$ cat src/rtl/tx_frame_pkg.sv
package tx_frame_pkg;
   typedef enum logic [1:0] {
      FR_IDLE = 2'd0,
      FR_TAG  = 2'd1,
      FR_DATA = 2'd2
   } fr_state_e;

   function automatic int idx_bits(input int n);
      return (n > 1) ? $clog2(n) : 1;
   endfunction
endpackage

$ cat src/rtl/tx_halfbeat.sv
module tx_halfbeat #(
   parameter int HALF_DIV = 125
) (
   input  logic clk,
   input  logic rst,
   input  logic restart,
   output logic beat,
   output logic fall_pt
);
   logic ph_q;

   generate
      if (HALF_DIV == 1) begin : g_every_cycle
         assign beat = 1'b1;
      end else begin : g_counter
         localparam int CW = $clog2(HALF_DIV);
         localparam logic [CW-1:0] LAST = CW'(HALF_DIV - 1);
         logic [CW-1:0] cnt_q;

         always_ff @(posedge clk) begin
            if (rst || restart) begin
               cnt_q <= '0;
            end else if (cnt_q == LAST) begin
               cnt_q <= '0;
            end else begin
               cnt_q <= cnt_q + 1'b1;
            end
         end

         assign beat = (cnt_q == LAST);


         beat_gap_chk: assert property (@(posedge clk) disable iff (rst)
            beat |=> !beat);
      end
   endgenerate

   always_ff @(posedge clk) begin
      if (rst || restart) begin
         ph_q <= 1'b0;
      end else if (beat) begin
         ph_q <= ~ph_q;
      end
   end

   assign fall_pt = beat & ph_q;
endmodule

$ cat src/rtl/tx_bit_pick.sv
module tx_bit_pick #(
   parameter int WIDTH = 16,
   parameter int IW    = 4
) (
   input  logic [WIDTH-1:0] word,
   input  logic [IW-1:0]    idx,
   output logic             bit_o
);
   always_comb begin
      bit_o = 1'b0;
      for (int i = 0; i < WIDTH; i++) begin
         if (idx == IW'(i)) bit_o = word[i];
      end
   end
endmodule

$ cat src/rtl/tx_frame_fsm.sv
module tx_frame_fsm
   import tx_frame_pkg::*;
#(
   parameter int WIDTH    = 16,
   parameter int HALF_DIV = 125
) (
   input  logic             clk,
   input  logic             rst,
   input  logic             start,
   input  logic [WIDTH-1:0] word,
   input  logic             beat,
   input  logic             fall_pt,
   output logic             restart,
   output logic             dclk,
   output logic             sdata,
   output logic             tag,
   output logic             busy
);
   localparam int IW = idx_bits(WIDTH);
   localparam logic [IW-1:0] LAST_IDX = IW'(WIDTH - 1);

   fr_state_e        state_q;
   logic [WIDTH-1:0] word_q;
   logic [IW-1:0]    idx_q;
   logic [IW-1:0]    idx_nxt;
   logic             nxt_bit;
   logic             rise_pt;

   assign rise_pt = beat & ~fall_pt;
   assign restart = (state_q == FR_IDLE) & start;
   assign busy    = (state_q != FR_IDLE);
   assign idx_nxt = (state_q == FR_TAG) ? '0 : idx_q + 1'b1;

   tx_bit_pick #(.WIDTH(WIDTH), .IW(IW)) u_pick (
      .word  (word_q),
      .idx   (idx_nxt),
      .bit_o (nxt_bit)
   );

   always_ff @(posedge clk) begin
      if (rst) begin
         state_q <= FR_IDLE;
         word_q  <= '0;
         idx_q   <= '0;
         dclk    <= 1'b0;
         sdata   <= 1'b0;
         tag     <= 1'b0;
      end else begin
         case (state_q)
            FR_IDLE: begin
               if (start) begin
                  word_q  <= word;
                  tag     <= 1'b1;
                  state_q <= FR_TAG;
               end
            end
            FR_TAG: begin
               if (fall_pt) begin
                  tag     <= 1'b0;
                  sdata   <= nxt_bit;
                  idx_q   <= '0;
                  state_q <= FR_DATA;
               end
            end
            FR_DATA: begin
               if (rise_pt) begin
                  dclk <= 1'b1;
               end else if (fall_pt) begin
                  dclk <= 1'b0;
                  if (idx_q == LAST_IDX) begin
                     sdata   <= 1'b0;
                     state_q <= FR_IDLE;
                  end else begin
                     idx_q <= idx_nxt;
                     sdata <= nxt_bit;
                  end
               end
            end
            default: state_q <= FR_IDLE;
         endcase
      end
   end

   int tag_len_q;
   int hi_len_q;

   always_ff @(posedge clk) begin
      if (rst) begin
         tag_len_q <= 0;
         hi_len_q  <= 0;
      end else begin
         tag_len_q <= tag  ? tag_len_q + 1 : 0;
         hi_len_q  <= dclk ? hi_len_q + 1 : 0;
      end
   end


   tag_len_chk: assert property (@(posedge clk) disable iff (rst)
      $fell(tag) |-> tag_len_q == 2 * HALF_DIV);


   dclk_high_chk: assert property (@(posedge clk) disable iff (rst)
      $fell(dclk) |-> hi_len_q == HALF_DIV);


   word_hold_chk: assert property (@(posedge clk) disable iff (rst)
      (state_q != FR_IDLE) |=> $stable(word_q));


   tag_once_chk: assert property (@(posedge clk) disable iff (rst)
      (state_q == FR_DATA) |-> !tag);
endmodule

$ cat src/rtl/framed_serial_tx.sv
module framed_serial_tx #(
   parameter int WIDTH    = 16,
   parameter int HALF_DIV = 125
) (
   input  logic             clk,
   input  logic             rst,
   input  logic             start,
   input  logic [WIDTH-1:0] word,
   output logic             dclk,
   output logic             sdata,
   output logic             tag,
   output logic             busy
);
   generate
      if (WIDTH < 1) begin : g_bad_width
         $error("framed_serial_tx: WIDTH must be at least 1");
      end
      if (HALF_DIV < 1) begin : g_bad_div
         $error("framed_serial_tx: HALF_DIV must be at least 1");
      end
   endgenerate

   logic beat;
   logic fall_pt;
   logic restart;

   tx_halfbeat #(.HALF_DIV(HALF_DIV)) u_beat (
      .clk     (clk),
      .rst     (rst),
      .restart (restart),
      .beat    (beat),
      .fall_pt (fall_pt)
   );

   tx_frame_fsm #(.WIDTH(WIDTH), .HALF_DIV(HALF_DIV)) u_fsm (
      .clk     (clk),
      .rst     (rst),
      .start   (start),
      .word    (word),
      .beat    (beat),
      .fall_pt (fall_pt),
      .restart (restart),
      .dclk    (dclk),
      .sdata   (sdata),
      .tag     (tag),
      .busy    (busy)
   );


   tag_dclk_low_chk: assert property (@(posedge clk) disable iff (rst)
      tag |-> !dclk);


   data_setup_chk: assert property (@(posedge clk) disable iff (rst)
      $rose(dclk) |-> $stable(sdata));


   data_low_phase_chk: assert property (@(posedge clk) disable iff (rst)
      !$stable(sdata) |-> !dclk);


   idle_quiet_chk: assert property (@(posedge clk) disable iff (rst)
      !busy |-> (!dclk && !tag && !sdata));


   no_stray_pulse_chk: assert property (@(posedge clk) disable iff (rst)
      $rose(dclk) |-> (busy && !tag && !$past(tag)));
endmodule

$ cat config.mk
export PLATFORM = sky130hd
export DESIGN_NAME = framed_serial_tx
export DESIGN_NICKNAME = d
export VERILOG_FILES = /design/src/rtl/tx_frame_pkg.sv /design/src/rtl/tx_halfbeat.sv /design/src/rtl/tx_bit_pick.sv /design/src/rtl/tx_frame_fsm.sv /design/src/rtl/framed_serial_tx.sv
export SDC_FILE = /design/constraint.sdc
export NUM_CORES = 1
export LEC_CHECK = 0
export CAP_MARGIN = 20
export CORE_ASPECT_RATIO = 0.6
export CORE_UTILIZATION = 44
export DETAILED_ROUTE_END_ITERATION = 12
export HOLD_SLACK_MARGIN = 0.05
export PLACE_DENSITY_LB_ADDON = 0.12
export SLEW_MARGIN = 10
export SYNTH_ARGS = -nofsm -noshare
export SYNTH_HDL_FRONTEND = slang
export SYNTH_SLANG_ARGS = --single-unit
$ cat constraint.sdc
create_clock -name clk -period 1.65 [get_ports clk]
set_clock_uncertainty 0.1 [all_clocks]
set_input_delay 0.165 -clock clk [delete_from_list [all_inputs] [get_ports clk]]
set_output_delay 0.165 -clock clk [all_outputs]
set_load 0.1 [all_outputs]
Yosys cells after proc, flatten, opt, wreduce, memory -nomap -nowiden
Cells that the tools add are included.
{ "totals": {"output_inout_bits": 4, "register_bits": 33, "wordCells": 91} }
{ "classes": {"n_bitwise": 5, "n_addsub": 2, "n_reduce_logical": 14, "muxes": 37, "n_eq_ne": 25} }
{ "op_table": {"columns": ["cell", "n"], "rows": [
  ["$eq 4x4->1 const B", 9],
  ["$mux 1", 23],
  ["$mux 4", 5],
  ["$eq 4x3->1 const B", 4],
  ["$mux 2", 5],
  ["$reduce_and 5->1", 2],
  ["$eq 4x2->1 const B", 2],
  ["$pmux 4 s2", 1],
  ["$reduce_bool 2->1", 4],
  ["$add 7x1->7 const B", 1],
  ["$eq 7x7->1 const B", 1],
  ["$ne 2x1->1 const B", 3],
  ["$ne 2x2->1 const B", 3],
  ["$pmux 2 s3", 1],
  ["$add 4x1->4 const B", 1],
  ["$eq 4x1->1 const B", 1],
  ["$logic_not 4->1", 1],
  ["$pmux 1 s2", 2],
  ["$reduce_and 2->1", 2],
  ["$reduce_and 4->1", 1],
  ["$and 1x1->1", 3],
  ["$reduce_and 3->1", 1],
  ["$eq 2x1->1 const B", 1],
  ["$eq 2x2->1 const B", 1],
  ["other kinds (4)", 5]
]} }

Longest topological paths before layout
{ "logic_depth": {"depth_word": 23, "depth_mapped": 7, "ltp_nobuf": 7} }

Cells and area by module
A second synthesis with hierarchy kept.
{ "unflattened": {"hier_cells": 203, "hier_area_um2": 1712.9} }
{ "modules_own_cells": {"columns": ["mod", "instances", "area_each_um2", "seq_area_each_um2", "cells_each"], "rows": [
  ["tx_frame_fsm", 1, 1181.1, 500.5, 140],
  ["tx_halfbeat", 1, 355.3, 160.2, 41],
  ["tx_bit_pick", 1, 176.4, 0.0, 22]
]} }

Worst setup path after synthesis
No wires, ideal clock.
{ "synth_path": {"path_type": "register to register", "start": "reg u_fsm.idx_q[0]", "end": "reg u_fsm.sdata", "path_stages_with_launch": 8, "t_required_ns": 1.425, "arrival_time_ns": 1.562, "n_path_buf": 1, "period_less_slack_ns": 1.787, "path_slack_ns": -0.137, "cell_sequence": "dfxtp_1 -> ha_1 -> buf_4 -> mux2_2 -> o22ai_1 -> o21ai_1 -> a211oi_1 -> o41ai_1"} }
{ "synth_via": {"elab_chain_len": 23} }
{ "synth_lines": {"columns": ["item", "line_no", "source"], "rows": [
  ["start, declared", "tx_frame_fsm.sv:24", "logic [IW-1:0] idx_q;"],
  ["start signal, assigned", "tx_frame_fsm.sv:74", "idx_q <= idx_nxt;"],
  ["$add 4x1->4", "tx_frame_fsm.sv:32", "assign idx_nxt = (state_q == FR_TAG) ? '0 : idx_q + 1'b1;"],
  ["$mux 4", "tx_frame_fsm.sv:32", null],
  ["$logic_not 4->1", "tx_bit_pick.sv:12", "if (idx == IW'(i)) bit_o = word[i];"],
  ["$mux 1 (16 in series)", "tx_bit_pick.sv:12", null],
  ["$mux 1", "tx_frame_fsm.sv:70", "if (idx_q == LAST_IDX) begin"],
  ["$mux 1", "tx_frame_fsm.sv:68", "end else if (fall_pt) begin"],
  ["$mux 1", "tx_frame_fsm.sv:66", "if (rise_pt) begin"],
  ["$pmux 1 s2 (*)", "tx_frame_fsm.sv:49", "case (state_q)"],
  ["end signal, assigned", "tx_frame_fsm.sv:60", "sdata <= nxt_bit;"],
  ["end signal, assigned", "tx_frame_fsm.sv:75", "sdata <= nxt_bit;"],
  ["end, declared", "tx_frame_fsm.sv:15", "output logic sdata,"]
]} }
Mark *: on every way between the ends. The rest lies on a longest branch, timed or not. The select of a mux whose other input is x is not followed.
A chain may end at the register's enable or synchronous reset.

Final worst setup path
{ "layout_path": {"start": "reg u_fsm.idx_q[1]", "end": "reg u_fsm.sdata"} }
The elaborated chain is that of the path after synthesis.

==> reports/results.ini <==
[timing]
fmax_mhz = 587
period_share_pct = 103
tns_ps = -53.7
final_max_slew_viol_count = 0
fin_crit_ps = 1700
worstMarginPinSlew_ps = 354
max-slew-margin-rel_pct = 76.2
layout_setup_ws_ps = -53.7
rsz0062_at_grt = true
finalHoldViolCount = 0
setup_viol = 1

[floorplan]
num_rows = 16
die-area_mm2 = 0.00384
die_y_um = 48.4
core_mm2 = 0.00334
start_util_pct = 47.3
io_pins = 23
fp.dieW_um = 79.4

[synthesis]
synth_cells = 197
synth_area_mm2 = 0.00158
synth-edff-count = 0
synth_flop_cell = dfxtp_1
synth-async-reset-ratio_pct = 0
synth_seq_cells = 33
synth_xor_xnor_area_share_pct = 5.54
synthDistinctLibCells = 42
ys_seq_area_share_pct = 41.8
syn-mean-instance-area_um2 = 8.02
synth_compound_area_share_pct = 14.6
yosys_warnings = 0
synth.net_count = 219
synth_simple_gate_area_share_pct = 26.7
synth_top_family_by_area = simple AND/OR/NAND/NOR gates
muxShareOfSynthArea_pct = 4.04
yosys.area_share.adder_pct = 2.38

[layout]
fin_nets = 260
drive_gt1_share_pct = 24.3
stdcell_area_mm2 = 0.00219
antenna_cells = 0
syn_to_final_growth_pct = 38.9

[power_and_ir_drop]
power.share.clock_pct = 38.5
switching_share_pct = 25.0
power_density_mw_per_mm2 = 799
p_leak_nw = 0.827
ir_drop_mv = 0.496
seq_power_share_pct = 48.2
power.total_mw = 1.75
switchingPower_mw = 0.438
p_comb_share_pct = 13.4
p_int_mw = 1.32

[placed_design]
place_area_mm2 = 0.00200
gp_congestion = 0.879
dp_slack_ps = -200
numPortBuffers = 22
place_hpwl_mm = 2.68

[global_routing]
grtUsageTotal_pct = 21.9
grt-ovfl-total = 0
grt_max_degree = 24
grt_pass1_vias = 1379
grt_pass1_wl_mm = 6.36
grt_antenna_before_repair = 0

[min_path]
holdPathStages = 3
hold_path_startpoint = word[11]
hp-class = primary input to flip-flop
hold_end = u_fsm.word_q[11]

[clocking]
tritoncts = built
cts_root_buffer = clkbuf_8
clk_pin_slew_worst_paths_ps = 70
cts_buffers = 5
clock_path_buffers = 2
h-tree-depth = 2
cts_sinks = 33
clk_latency_ps = 290

[critical_path]
crit_start = u_fsm.idx_q[1]
crit_type = flip-flop to flip-flop
cp.arrival_ps = 1780
r2r-end = u_fsm.sdata
worst_setup_path_start_kind = flip-flop
cp-end-kind = flip-flop
cp.required_ps = 1730
reg2reg_depth = 4
path_max_fanout = 6
regToRegSetupSlack_ps = -50
r2r_start = u_fsm.idx_q[1]

[drt]
initialDrtViolationCount = 79
firstDrtPassIters = 4
drt-total-wl_mm = 3.88
post_drt_wl_per_cell_um = 13.7
vias_per_cell = 5.09
drc = 0
vias = 1446
ant_nets = 0

[run_status]
violations = setup timing
status = finished, violations left

[flow_run]
cap_violations = 0

==> cell type report <==
cell class                      instances  area (um2)
Clock buffer                            7        96.3
Inverter                                5        18.8
Tap cell                               45        56.3
Fill cell                             281        1150
Sequential cell                        33         664
Timing Repair Buffer                   44         429
Multi-Input combinational cell        149         925
Clock inverter                          1        5.00
==> flip-flops by register name, indices dropped and copies added (netlist names) <==
name	cells
u_fsm.word_q	16
u_beat.g_counter.cnt_q	7
u_fsm.idx_q	4
u_fsm.state_q	2
u_beat.ph_q	1
u_fsm.dclk	1
u_fsm.sdata	1
u_fsm.tag	1
==> metrics by stage <==
stage / hold slack [ps] / cells / utilization [%]
2_1_floorplan: 201 / 197 / -
6_report: 325 / 284 / 65.6
5_1_grt: 327 / 284 / 65.6
4_1_cts: 316 / 283 / 64.0
3_5_place_dp: 348 / 275 / 59.7
3_3_place_gp: 351 / 275 / 59.7
==> cells by family (layout without fill, tap and decap cells) <==
| kind of cell | after synthesis | count (layout) |
|---|---|---|
| simple gates | 92 | 92 |
| compound gates | 39 | 39 |
| flops | 33 | 33 |
| buf+inv | 15 | 57 |
| xor+xnor | 10 | 10 |
| mux | 5 | 5 |
| fa+ha+maj | 3 | 3 |
==> cells in the final DEF (no fill, tap or decap), types with 5 or more instances in the layout <==
cell type         n
nand2_1          41
dfxtp_1          30
buf_4            21
a21oi_1          19
clkdlybuf4s50_1  18
nor2_1           13
nand3_1           8
clkbuf_8          7
nor2_2            6
xnor2_1           6
inv_1             5
o21ai_0           5
==> worst max-delay path: stages, from the launching register on <==
cell and delay, ps:
dfxtp_2 340, ha_4 310, mux4_2 520, nor4_2 220, o41ai_1 100
==> worst max-delay path by stage <==
stage | slack (ps) | to
final | -50 | u_fsm.sdata
after CTS | -70 | u_fsm.sdata
after global placement | -130 | u_fsm.sdata
after floorplan | -90 | u_fsm.sdata
after global routing | -150 | u_fsm.sdata
after detailed placement | -200 | u_fsm.sdata
==> power groups by stage <==
stage / Sequential [mW] / Combinational [mW] / Clock, mW
5_1_grt: 0.848 / 0.254 / 0.727
4_1_cts: 0.845 / 0.226 / 0.683
3_3_place_gp: 0.863 / 0.215 / 0
2_1_floorplan: 0.874 / 0.111 / 0
3_5_place_dp: 0.863 / 0.221 / 0
6_report: 0.845 / 0.234 / 0.675
==> cell usage after synthesis, types with 4 or more instances <==
cell | count | area, um2
inv_1 | 5 | 18.8
clkbuf_1 | 4 | 15.0
dfxtp_1 | 33 | 661
nand2_1 | 41 | 154
xor2_1 | 4 | 35.0
nand3_1 | 9 | 45.0
xnor2_1 | 6 | 52.6
nor2_1 | 19 | 71.3
a21oi_1 | 20 | 100
o21ai_0 | 5 | 25.0
==> what timing repair did <==
action | 4_1_cts | 5_1_grt
gates resized for setup | 9 | 15
gates cloned | 0 | 0
hold endpoints to repair | 0 | 0
endpoints found under the setup margin | 13 | 30
setup buffers | 0 | 1
pin swaps | 0 | 8
hold buffers | 0 | 0
==> layer usage <==
| layer | track usage, % | vias to the layer above | wire length (um) |
|---|---|---|---|
| met4 | 9.09 | 0 | 45 |
| met3 | 5.09 | 5 | 161 |
| met5 | 0 | - | 0 |
| met2 | 33.3 | 34 | 1700 |
| met1 | 29.9 | 659 | 1980 |
| li1 | - | 748 | - |
(Power assumes the default switching activity.)
